<file path="src/rtl/ucx_pkg.sv">
package ucx_pkg;
   // Smallest occupancy at which a read keeps one word between the pointers
   localparam int unsigned MIN_SEP = 2;
endpackage

</file>
<file path="src/rtl/ucx_gray2bin.sv">
module ucx_gray2bin #(
   parameter int unsigned W = 5
) (
   input  logic [W-1:0] gray,
   output logic [W-1:0] bin
);
   genvar i;
   generate
      for (i = 0; i < W; i++) begin : g_bit
         assign bin[i] = ^gray[W-1:i];
      end
   endgenerate
endmodule

</file>
<file path="src/rtl/ucx_sat_count.sv">
module ucx_sat_count #(
   parameter int unsigned W = 8
) (
   input  logic         clk,
   input  logic         rst_n,
   input  logic         inc,
   output logic [W-1:0] count
);
   localparam logic [W-1:0] TOP = {W{1'b1}};

   always_ff @(posedge clk) begin
      if (!rst_n)                  count <= '0;
      else if (inc && count != TOP) count <= count + 1'b1;
   end
endmodule

</file>
<file path="src/rtl/ucx_gate.sv">
module ucx_gate
   import ucx_pkg::*;
#(
   parameter int unsigned PW     = 5,
   parameter int unsigned RESUME = 8
) (
   input  logic          clk,
   input  logic          rst_n,
   input  logic [PW-1:0] wr_bin,
   output logic          advance,
   output logic          stalled,
   output logic          stall_evt,
   output logic [PW-1:0] fill,
   output logic [PW-1:0] rd_cnt
);
   localparam logic [PW-1:0] RES_L = PW'(RESUME);
   localparam logic [PW-1:0] SEP_L = PW'(MIN_SEP);

   logic          stall_q;
   logic [PW-1:0] rd_q;

   assign fill      = wr_bin - rd_q;
   assign advance   = stall_q ? (fill >= RES_L) : (fill >= SEP_L);
   assign stall_evt = !stall_q && !advance;
   assign stalled   = stall_q;
   assign rd_cnt    = rd_q;

   always_ff @(posedge clk) begin
      if (!rst_n) begin
         stall_q <= 1'b1;
         rd_q    <= '0;
      end else begin
         stall_q <= !advance;
         if (advance) rd_q <= rd_q + 1'b1;
      end
   end
endmodule

</file>
<file path="src/rtl/unload_guard.sv">
module unload_guard #(
   parameter int unsigned ADDR_W = 4,
   parameter int unsigned DATA_W = 8,
   parameter int unsigned RESUME = (1 << ADDR_W) / 2,
   parameter int unsigned CNT_W  = 8
) (
   input  logic              clk,
   input  logic              rst_n,
   input  logic [ADDR_W:0]   wr_ptr_gray,
   input  logic [DATA_W-1:0] mem_rdata,
   output logic [ADDR_W-1:0] rd_addr,
   output logic              rd_advance,
   output logic              out_valid,
   output logic [DATA_W-1:0] out_data,
   output logic              stalled,
   output logic [ADDR_W:0]   fill_level,
   output logic [CNT_W-1:0]  stall_count
);
   localparam int unsigned PW    = ADDR_W + 1;
   localparam int unsigned DEPTH = 1 << ADDR_W;

   generate
      if (ADDR_W < 1 || ADDR_W > 16) begin : g_bad_aw
         $fatal(1, "ADDR_W out of range");
      end
      if (RESUME < ucx_pkg::MIN_SEP || RESUME > DEPTH) begin : g_bad_res
         $fatal(1, "RESUME must lie between 2 and the depth");
      end
      if (DATA_W < 1 || CNT_W < 1) begin : g_bad_w
         $fatal(1, "widths must be positive");
      end
   endgenerate

   logic [PW-1:0] wr_bin;
   logic [PW-1:0] rd_cnt;
   logic          evt;

   ucx_gray2bin #(.W(PW)) u_g2b (
      .gray (wr_ptr_gray),
      .bin  (wr_bin)
   );

   ucx_gate #(.PW(PW), .RESUME(RESUME)) u_gate (
      .clk       (clk),
      .rst_n     (rst_n),
      .wr_bin    (wr_bin),
      .advance   (rd_advance),
      .stalled   (stalled),
      .stall_evt (evt),
      .fill      (fill_level),
      .rd_cnt    (rd_cnt)
   );

   ucx_sat_count #(.W(CNT_W)) u_cnt (
      .clk   (clk),
      .rst_n (rst_n),
      .inc   (evt),
      .count (stall_count)
   );

   assign rd_addr = rd_cnt[ADDR_W-1:0];

   always_ff @(posedge clk) begin
      if (!rst_n) begin
         out_valid <= 1'b0;
         out_data  <= '0;
      end else begin
         out_valid <= rd_advance;
         if (rd_advance) out_data <= mem_rdata;
      end
   end
endmodule

</file>
<file path="config.mk">
export PLATFORM = sky130hd
export DESIGN_NAME = unload_guard
export DESIGN_NICKNAME = d
export VERILOG_FILES = /design/src/rtl/ucx_pkg.sv /design/src/rtl/ucx_gray2bin.sv /design/src/rtl/ucx_sat_count.sv /design/src/rtl/ucx_gate.sv /design/src/rtl/unload_guard.sv
export SDC_FILE = /design/constraint.sdc
export NUM_CORES = 1
export LEC_CHECK = 0
export BUFFER_PORTS_ARGS = -buffer_cell sky130_fd_sc_hd__buf_2
export CAP_MARGIN = 25
export CORE_MARGIN = 2
export CORE_UTILIZATION = 50
export CTS_CLUSTER_DIAMETER = 200
export CTS_CLUSTER_SIZE = 10
export DETAILED_ROUTE_END_ITERATION = 12
export GPL_TIMING_DRIVEN = 0
export HOLD_SLACK_MARGIN = 0.08
export PLACE_DENSITY_LB_ADDON = 0.25
export SYNTH_ARGS = -nofsm -noshare
export SYNTH_HDL_FRONTEND = slang
export SYNTH_SLANG_ARGS = --single-unit
</file>
<file path="constraint.sdc">
create_clock -name clk -period 4.3 [get_ports clk]
set_input_delay 0.43 -clock clk [delete_from_list [all_inputs] [get_ports clk]]
set_output_delay 0.43 -clock clk [all_outputs]
set_load 0.02 [all_outputs]
</file>
==> impl_metrics.ini <==
[logic_synthesis]
synth_cell_type_count = 31
synth.area.top_cells = dfxtp_1 (35%), mux2i_1 (13%), nand2_1 (9.4%)
ys_ff_latch = 23
synth_nets = 176
synthArstFlopShare_pct = 0
synth_area_leader_cell = dfxtp_1
netlist.area_leader.share_pct = 35.0
synth_enable_flop_cells = 0
seq_area_frac_synth_pct = 35.0
syn_inst = 154
synth_top_flop_cell = dfxtp_1
syn_area_mm2 = 0.00132
ys_warn_count = 0
synth.avg_cell_area_um2 = 8.54

[routing]
ant_nets = 0
drt_iter0_markers = 52
detail_route.wl_per_cell_um = 12.5
met3WireLength_um = 129
met1Wirelength_um = 1270
viasPerCell = 5.20
wl_met2_um = 1500
drtPass1Iterations = 4
drc = 0
vias = 1211
dr.max_layer_used = met4
wl_um = 2910

[timing]
holdWs_ns = 0.348
hold_viol = 0
post-route-period-util_pct = 96.0
post-route-min-period_ns = 4.13
slew_headroom_pct = 61.0
setup_viol = 0
final.setup.worst_slack_ns = 0.173
skew_ns = 0.00615
worst_pin_slew_ns = 0.580
max_freq_mhz = 242
fin_tns_setup_ns = 0
finalMaxSlewViolations = 0

[critical_path]
cp_max_fo = 10
worst-endpoint-required_ns = 3.87
cp_top_family = XOR/XNOR gates
critPathArrivalTime_ns = 3.70
cp.buffers_inverters = 6
path_class = in2out
path_cells = buf_2 > xor2_1 > xor2_1 > xor2_2 > xnor2_1 > ha_1 > inv_1 > fa_1 > a21o_1 > a21oi_2 > xor2_2 > and3_2 > clkbuf_1 > buf_4 > inv_1 > buf_2
critPathSlowestCell = fa_1
cp-start-kind = primary input
critPathMaxStageDelay_ns = 0.39
timing.rr.start = u_gate.rd_cnt[0]
end_kind = primary output
cp-startpoint = wr_ptr_gray[4]

[die]
dieHeight_um = 55.3
dieArea_mm2 = 0.00306
start_util_pct = 53.1
coreArea_mm2 = 0.00248
ioPinCount = 43
row_count = 18
die_w_um = 55.3

[grt]
grt_pass1_vias = 1241
antenna_found_initial = 0
grt_usage_pct = 20.5
gr-total-overflow = 0
grt_max_degree = 14
grt_first_pass_wirelength_um = 5210

[layout]
final_common_cell = buf_2
final_cell_mix = buf_2 (42), nand2_1 (33), dfxtp_1 (23)
antennaDiodeCount = 0
final_util_pct = 65.4
layout-drive-gt1-share_pct = 29.6
syn_to_final_growth_pct = 23.2
nFillCells = 239
nNetsFinal = 226

[cts]
worstSkewPairLatency_ns = 0.31
cts_tree = done
htreeDepth = 1
root_buffer = clkbuf_4
clk_pin_slew_worst_paths_ns = 0.12
numCtsBuffers = 3
clockBufferDepth = 2
clock-sinks = 23

[placed_design]
gp_congestion = 0.836
dpl.hpwl_um = 2290
place_ws_ns = 0.146
port_buffers = 42

[pwr]
leakage_nw = 0.729
p_per_area_mw_per_mm2 = 512
irDropWorstVdd_v = 0.000377

[worst_hold_path]
hold_start = mem_rdata[6]
worstHoldPathType = in2reg

[status]
outcome = finished clean

[run]
cap_violations = 0
[area by class of cell]
type / count / area (µm²) / share of cell area (%)
clock inverters: 1 / 5.00 / 0.309
repair buffers: 45 / 233 / 14.4
plain buffers: 12 / 71.3 / 4.40
flip-flops and latches: 23 / 460 / 28.4
multi-input cells: 109 / 753 / 46.5
well taps: 30 / 37.5 / 2.32
clock buffers: 3 / 22.5 / 1.39
inverters: 10 / 37.5 / 2.32
[cell usage after synthesis, drive strengths merged, types with 4 or more instances]
| library cell | number |
|---|---|
| nand2b | 7 |
| mux2i | 17 |
| clkbuf | 6 |
| buf | 6 |
| ha | 6 |
| dfxtp | 23 |
| nand3 | 7 |
| a21oi | 4 |
| inv | 10 |
| nand2 | 33 |
| xor2 | 6 |
[path summary, 6_finish.rpt]
check / endpoint / slack (ns) / depth (start not counted)
setup reg to reg: out_data[1] / 1.59 / 10
hold reg to reg: out_data[3] / 0.47 / 2
hold / removal: out_data[6] / 0.35 / 3
setup / recovery: rd_advance / 0.17 / 16
[per-layer routing]
layer | vias to the layer above | track usage, %
met4 | 0 | 5.57
met1 | 557 | 24.3
met3 | 2 | 3.75
li1 | 621 | -
met2 | 31 | 37.4
met5 | - | 0
[kinds of logic (layout without fill, tap and decap cells)]
family / after synthesis / in the layout / share of synthesized area [%]
fa+ha+maj: 7 / 7 / 7.23
xor+xnor: 8 / 8 / 5.90
simple gates: 62 / 62 / 22.5
buf+inv: 22 / 71 / 8.28
flops: 23 / 23 / 35.0
compound gates: 15 / 15 / 8.09
mux: 17 / 17 / 12.9
[timing repair]
item | CTS | global route
setup buffers | 0 | 3
resized for setup | 0 | 1
hold buffers | 0 | 0
endpoints found under the setup margin | 0 | 1
hold endpoints to repair | 0 | 0
[tightest hold or removal path, cell delays in order]
cell,delay (ns)
buf_2,0.09
nand2_1,0.04
mux2i_1,0.05
[where the power goes]
part / switching, mW / internal (mW) / leakage [nW] / total, mW
clock: 0.0652 / 0.0347 / 0.0177 / 0.100
sequential: 0.0284 / 0.247 / 0.189 / 0.275
combinational: 0.281 / 0.174 / 0.522 / 0.455
[registers in the layout, summed over array words and instances (netlist names)]
| name | cells |
|---|---|
| out_valid | 1 |
| u_cnt.count | 8 |
| u_gate.stalled | 1 |
| u_gate.rd_cnt | 5 |
| out_data | 8 |
[metrics by stage]
stage / instance area (µm²) / cells / power [mW]
CTS: 1590 / 230 / 0.832
detailed placement: 1560 / 226 / 0.729
global placement: 1560 / 226 / 0.711
finish: 1620 / 233 / 0.830
floorplan: 1320 / 154 / 0.606
global route: 1620 / 233 / 0.897
Power figures use the tool's default switching activity.
